### config.mk
export PLATFORM = sky130hd
export DESIGN_NAME = blink_gate_ctrl
export DESIGN_NICKNAME = d
export VERILOG_FILES = /design/src/rtl/blink_pkg.sv /design/src/rtl/blink_feat_reg.sv /design/src/rtl/blink_strobe_edge.sv /design/src/rtl/blink_phase_timer.sv /design/src/rtl/blink_gate_ctrl.sv
export SDC_FILE = /design/constraint.sdc
export NUM_CORES = 1
export LEC_CHECK = 0
export ABC_AREA = 1
export BUFFER_PORTS_ARGS = -buffer_cell sky130_fd_sc_hd__buf_2
export CAP_MARGIN = 25
export CELL_PAD_IN_SITES_DETAIL_PLACEMENT = 0
export CELL_PAD_IN_SITES_GLOBAL_PLACEMENT = 1
export CORE_MARGIN = 10
export CORE_UTILIZATION = 35
export DETAILED_ROUTE_END_ITERATION = 12
export PLACE_DENSITY_LB_ADDON = 0.25
export RECOVER_POWER = 25
export SETUP_SLACK_MARGIN = 0.3
export SLEW_MARGIN = 20
export SYNTH_ARGS = -nofsm -noshare
export SYNTH_HDL_FRONTEND = slang
export SYNTH_SLANG_ARGS = --single-unit
### constraint.sdc
create_clock -name clk_i -period 1.24 [get_ports clk_i]
set_input_delay 0.124 -clock clk_i [delete_from_list [all_inputs] [get_ports clk_i]]
set_output_delay 0.124 -clock clk_i [all_outputs]
set_load 0.02 [all_outputs]
### src/rtl/blink_pkg.sv
package blink_pkg;
  typedef struct packed {
    logic start_lit;   // bit 7
    logic strobe_sync; // bit 6
    logic slow_rate;   // bit 5
    logic blink_on;    // bit 4
    logic port_en;     // bit 3
    logic hex_sel;     // bit 2
    logic soft_clr;    // bit 1
    logic ext_clk;     // bit 0
  } feat_t;

  localparam int FEAT_W = $bits(feat_t);
endpackage

### src/rtl/blink_feat_reg.sv
module blink_feat_reg
  import blink_pkg::*;
(
  input  logic              clk_i,
  input  logic              rst_ni,
  input  logic              wr_en_i,
  input  logic [FEAT_W-1:0] wr_data_i,
  output feat_t             feat_o,
  output logic              clr_pulse_o
);
  feat_t wr_feat;
  feat_t feat_q;
  logic  clr_q;

  always_comb begin
    wr_feat          = feat_t'(wr_data_i);
    wr_feat.soft_clr = 1'b0; // self-clearing: never stored
  end

  always_ff @(posedge clk_i or negedge rst_ni) begin
    if (!rst_ni) begin
      feat_q <= '0;
      clr_q  <= 1'b0;
    end else begin
      clr_q <= wr_en_i & wr_data_i[1];
      if (wr_en_i) feat_q <= wr_feat;
    end
  end

  assign feat_o      = feat_q;
  assign clr_pulse_o = clr_q;
endmodule

### src/rtl/blink_strobe_edge.sv
module blink_strobe_edge (
  input  logic clk_i,
  input  logic rst_ni,
  input  logic strobe_i,
  output logic rise_o
);
  logic strobe_q;

  always_ff @(posedge clk_i or negedge rst_ni) begin
    if (!rst_ni) strobe_q <= 1'b0;
    else         strobe_q <= strobe_i;
  end

  assign rise_o = strobe_i & ~strobe_q;
endmodule

### src/rtl/blink_phase_timer.sv
module blink_phase_timer #(
  parameter int HALF_FAST = 2,
  parameter int HALF_SLOW = 4
) (
  input  logic clk_i,
  input  logic rst_ni,
  input  logic tick_i,
  input  logic restart_i,
  input  logic start_on_i,
  input  logic slow_i,
  output logic phase_o
);
  localparam int HALF_MAX = (HALF_SLOW > HALF_FAST) ? HALF_SLOW : HALF_FAST;
  localparam int CNT_W    = $clog2(HALF_MAX) + 1;

  logic [CNT_W-1:0] cnt_q;
  logic [CNT_W-1:0] last_cnt;
  logic             phase_q;

  assign last_cnt = slow_i ? CNT_W'(HALF_SLOW - 1) : CNT_W'(HALF_FAST - 1);

  always_ff @(posedge clk_i or negedge rst_ni) begin
    if (!rst_ni) begin
      cnt_q   <= '0;
      phase_q <= 1'b1;
    end else if (restart_i) begin
      cnt_q   <= '0;
      phase_q <= start_on_i;
    end else if (tick_i) begin
      // >= so a rate change mid-phase cannot overrun
      if (cnt_q >= last_cnt) begin
        cnt_q   <= '0;
        phase_q <= ~phase_q;
      end else begin
        cnt_q <= cnt_q + 1'b1;
      end
    end
  end

  assign phase_o = phase_q;
endmodule

### src/rtl/blink_gate_ctrl.sv
module blink_gate_ctrl
  import blink_pkg::*;
#(
  parameter int HALF_FAST = 2,
  parameter int HALF_SLOW = 4
) (
  input  logic       clk_i,
  input  logic       rst_ni,
  input  logic       tick_i,
  input  logic       wr_en_i,
  input  logic [7:0] wr_data_i,
  input  logic       load_i,
  output logic       disp_en_o,
  output logic       ext_clk_o,
  output logic       hex_mode_o,
  output logic       port_en_o,
  output logic       ctrl_rst_o
);
  feat_t feat;
  logic  load_rise;
  logic  restart;
  logic  start_on;
  logic  phase;

  blink_feat_reg u_feat (
    .clk_i      (clk_i),
    .rst_ni     (rst_ni),
    .wr_en_i    (wr_en_i),
    .wr_data_i  (wr_data_i),
    .feat_o     (feat),
    .clr_pulse_o(ctrl_rst_o)
  );

  blink_strobe_edge u_edge (
    .clk_i   (clk_i),
    .rst_ni  (rst_ni),
    .strobe_i(load_i),
    .rise_o  (load_rise)
  );

  // a write restarts with its own start bit; idle blink parks at start phase
  assign restart  = wr_en_i | ~feat.blink_on | (feat.strobe_sync & load_rise);
  assign start_on = wr_en_i ? wr_data_i[7] : feat.start_lit;

  blink_phase_timer #(
    .HALF_FAST(HALF_FAST),
    .HALF_SLOW(HALF_SLOW)
  ) u_timer (
    .clk_i     (clk_i),
    .rst_ni    (rst_ni),
    .tick_i    (tick_i),
    .restart_i (restart),
    .start_on_i(start_on),
    .slow_i    (feat.slow_rate),
    .phase_o   (phase)
  );

  assign disp_en_o  = ~feat.blink_on | phase;
  assign ext_clk_o  = feat.ext_clk;
  assign hex_mode_o = feat.hex_sel;
  assign port_en_o  = feat.port_en;
endmodule

After elaboration in Yosys (flattened, before gate mapping)
Index checks and enable logic that the tools add are counted.
{"block": "classes", "addsub": 1, "mul": 0, "div": 0, "order_cmp": 1, "eq_ne": 0, "n_shift": 0, "muxes": 8, "bitwise_logic": 9, "reduce_logical": 3}
{"cell": "two-way mux 3 bit", "count": 3}
{"cell": "two-way mux 1 bit", "count": 4}
{"cell": "nonzero test 2 bit", "count": 2}
{"cell": "adder 3 x 1 -> 3 bit (second input constant)", "count": 1}
{"cell": "bitwise AND 1 bit", "count": 3}
{"cell": "greater-or-equal comparator 3 bit", "count": 1}
{"cell": "inverter 1 bit", "count": 3}
{"cell": "bitwise OR 1 bit", "count": 3}
{"cell": "two-way mux 2 bit", "count": 1}
{"cell": "AND reduction 2 bit", "count": 1}
{"block": "word_totals", "regBits": 13, "latchBits": 0, "ram_bits": 0, "mem_bits_ro": 0, "inputBits": 13, "output_inout_bits": 5, "word_cells": 33, "mem_count": 0}

Logic depth before layout (Yosys ltp)
{"block": "logic_depth", "word_depth": 6, "mapped_depth": 8}

By module
Synthesis repeated with hierarchy kept, for this count alone.
{"block": "hier_totals", "hier_cells": 74, "hier_area_um2": 600.6}
{"mod": "blink_feat_reg", "instances": 1, "cells_each": 35, "area_per_inst_um2": 312.8, "seq_area_each_um2": 200.2}
{"mod": "blink_phase_timer", "instances": 1, "cells_each": 28, "area_per_inst_um2": 221.5, "seq_area_each_um2": 101.3}
{"mod": "blink_strobe_edge", "instances": 1, "cells_each": 3, "area_per_inst_um2": 35.0, "seq_area_each_um2": 25.0}
{"mod": "blink_gate_ctrl", "instances": 1, "cells_each": 8, "area_per_inst_um2": 31.3, "seq_area_each_um2": 0.0}

Worst setup path after synthesis
OpenSTA, ideal clock, no wires.
{"block": "synth_timing", "path_type": "register to register", "start": "reg u_timer.cnt_q[1]", "end": "reg u_timer.phase_q (netlist: u_timer.phase_o)", "setup_ns": 0.060, "t_arrival_ns": 1.055, "required_ns": 1.180, "slack_ns": 0.124, "stages_incl_launch_ff": 7, "synth_period_minus_slack_ns": 1.116, "cell_sequence": "dfrtp_1 -> ha_1 -> nand2_1 -> nand2_1 -> a21oi_1 -> nand2_1 -> nand2_1"}
{"block": "synth_via", "elab_chain_len": 3}
{"item": "from (decl)", "line_no": "blink_phase_timer.sv:16", "rtl": "logic [CNT_W-1:0] cnt_q;"}
{"item": "from (signal assigned)", "line_no": "blink_phase_timer.sv:35", "rtl": "cnt_q <= cnt_q + 1'b1;"}
{"item": "greater-or-equal comparator 3 bit", "line_no": "blink_phase_timer.sv:31", "rtl": "if (cnt_q >= last_cnt) begin"}
{"item": "nonzero test 2 bit (no line)"}
{"item": "AND reduction 2 bit (no line)"}
{"item": "to (signal assigned)", "line_no": "blink_phase_timer.sv:28", "rtl": "phase_q <= start_on_i;"}
{"item": "to (signal assigned)", "line_no": "blink_phase_timer.sv:33", "rtl": "phase_q <= ~phase_q;"}
{"item": "to (decl)", "line_no": "blink_phase_timer.sv:18", "rtl": "logic phase_q;"}
Every way passes these cells.
A chain may end at the register's enable or synchronous reset.

Worst setup path after layout
{"block": "layout_timing", "start": "reg u_timer.phase_q (netlist: u_timer.phase_o)", "end": "out disp_en_o"}
{"block": "layout_via", "elab_chain_len": 1}
{"item": "bitwise OR 1 bit", "line_no": "blink_gate_ctrl.sv:58", "rtl": "assign disp_en_o = ~feat.blink_on | phase;"}
{"item": "to (decl)", "line_no": "blink_gate_ctrl.sv:13", "rtl": "output logic disp_en_o,"}
Every way passes these cells.

==> qor.csv <==
metric,value,unit
vias,504,
worstHoldPathType,input port to flip-flop,
grt_max_degree,14,
ir_worst_vdd,0.6490,mV
grt.overflow.total,0,
antenna_found_initial,0,
core_area,1708,µm²
drt_wl_total,1253,µm
first_pass_iters,4,
ys_seq_area_frac,0.5199,
cts_tree,done,
setup_viol,0,
cts.path.max_buffers,2,
grt_pass1_vias,508,
fmax,876.3,MHz
dieArea,3889,µm²
numCtsBuffers,3,
fin_skew,0.3460,ps
cts.root.buffer_cell,clkbuf_4,
synth-seq-cells,13,
p_per_area,1074,nW/µm²
path_class,flip-flop to primary output,
yosys_warnings,0,
syn-cell-area,628.1,µm²
r2r_cells,7,
crit_slowest_cell,dfstp_2,
synth.distinct_cells,16,
initial_core_util,0.3678,
r2r_start,u_timer.cnt_q[1],
swShare,0.2805,
wl_per_cell,10.36,µm
diodes,0,
outcome,"finished, final reports clean",
p_sw,0.0002612,W
crit_path_end_kind,primary output,
crit_path_max_fanout,2,
combPwrFrac,0.204,
cp.arrival,1020,ps
hold_depth,3,
fin_crit_sh,0.9202,
drive_gt1_frac,0.4271,
drcViolationCount,0,
p_leak,0.4644,nW
final_antenna_net_count,0,
syn_inst,72,
portBuffers,17,
pwr-share-clk,0.281,
hpwlAfterDp,922,µm
crit_chain,"inv_2, nand2_2, buf_6",
worstSetupStartpointType,flip-flop,
insertion_delay,280,ps
hold_viol_final,0,
crit_required,1120,ps
syn_area_per_cell,8.724,µm²
crit_buf_inv,2,
max-cap-violations,0,
drt_iter0_markers,5,
vias_per_cell,4.165,
path_clk_slew,80,ps
syn_to_final_growth,38.05,%
fin_tns_setup,0,ps
hp-start,wr_data_i[1],
rsz0062_at_grt,yes,
rows,15,
period_needed,1141,ps
crit_start,u_timer.phase_o,
crit_cells,3,
cp_slowest_stage_delay,540,ps
die_y,62.36,µm
nNetsFinal,112,
io-pin-count,18,
internal_power,0.0006701,W
groute.usage.overall,0.07159,
h-tree-depth,1,
fp.dieW,62.36,µm
clock_sinks,13,
maxSlewHeadroom,0.5409,
gp_congestion,0.8026,
final-max-slew-violation-count,0,
seqPwrFrac,0.515,
grt_pass1_wl,2194,µm
critical-path-top-delay-family,flip-flops,
syn-num-nets,87,
power,0.0009313,W
worstMarginPinSlew,688.7,ps
flip-flops by register name, summed over array words and instances, names as in the netlist:
| name | flops |
|---|---|
| u_edge.strobe_q | 1 |
| u_feat.clr_pulse_o | 1 |
| u_feat.feat_o | 7 |
| u_timer.cnt_q | 3 |
| u_timer.phase_o | 1 |
routing by layer:
layer / up-vias / share of wire / global-route usage
met5: - / 0 / 0
met4: 0 / 0.027 / 0.05028
met3: 5 / 0.088 / 0.04480
met2: 13 / 0.47 / 0.1051
met1: 217 / 0.41 / 0.07320
li1: 269 / - / -
worst reg2reg max path, stage by stage (launching register included):
cell	delay (ps)
dfrtp_1	410
ha_4	290
nand2_4	50
nand2_4	90
inv_2	40
o21ai_2	90
nand2_1	50
nand2_1	50
synth_stat cells:
master | count | area share
a21oi_1 | 1 | 0.0080
buf_6 | 1 | 0.018
clkinv_1 | 1 | 0.0060
dfrtp_1 | 12 | 0.48
dfstp_2 | 1 | 0.042
ha_1 | 2 | 0.040
inv_1 | 8 | 0.048
nand2_1 | 28 | 0.17
nand2_2 | 2 | 0.020
nand2_4 | 3 | 0.054
nand3_1 | 4 | 0.032
nand3_2 | 1 | 0.016
nor2_1 | 2 | 0.012
nor2_2 | 3 | 0.030
o21ai_0 | 2 | 0.016
o21ai_2 | 1 | 0.014
cell type report:
class	count	area, µm²
repair buffers	21	148.9
flip-flops and latches	13	326.6
fillers	166	840.8
inverters	9	33.78
clock buffers	4	26.28
well taps	25	31.28
multi-input cells	49	300.3
repair_timing:
item / in CTS / in global routing
hold buffers: 2 / 0
buffers inserted: 1 / 1
hold endpoints to repair: 14 / 0
resized for setup: 10 / 11
endpoints found under the setup margin: 8 / 9
cloned: 0 / 0
pin swaps: 0 / 3
path summary, 6_finish.rpt:
path / end / slack, ps
worst min-delay path: u_feat.clr_pulse_o / 30
max in group asynchronous: u_edge.strobe_q / 410
min in group asynchronous: u_feat.feat_o[0] / 390
worst max-delay path: disp_en_o / 100
worst min register to register: u_timer.phase_o / 480
worst max register to register: u_timer.phase_o / 110
power groups by stage:
stage          registers, W  clock network (W)   logic, W
2_1_floorplan      0.000494                  0  0.0000839
3_3_place_gp       0.000483                  0   0.000152
3_5_place_dp       0.000483                  0   0.000153
4_1_cts            0.000478           0.000278   0.000177
5_1_grt            0.000483           0.000309   0.000216
6_report           0.000480           0.000262   0.000190
layout by cell type, fill, tap and decap left out, drive strengths merged:
cell / count
buf: 17
clkbuf: 6
nand2: 33
a21oi: 1
dfrtp: 12
o21ai: 3
nor2: 5
ha: 2
nand3: 5
inv: 8
clkinv: 1
dlygate4sd3: 2
dfstp: 1
logic make-up (layout without fill, tap and decap cells):
group	after synthesis	count (layout)	synth area share
simple gates	43	43	0.3307
flops	13	13	0.5199
buf+inv	10	34	0.07171
compound gates	4	4	0.03784
fa+ha+maj	2	2	0.03983
metrics by stage:
stage                     utilization  std cells  setup WS (ps)  instance area (µm²)  hold slack (ps)
final                          0.5077        121          98.90                867.1            26.67
after global routing           0.5077        121          26.87                867.1            18.88
after CTS                      0.4784        120          80.80                817.0            20.09
after detailed placement       0.4308        113          108.4                735.7            32.81
after global placement         0.4308        113          131.7                735.7            39.49
after floorplan                     -         72          174.1                630.6           -171.6
No activity file was read; power rests on OpenSTA's default activity.
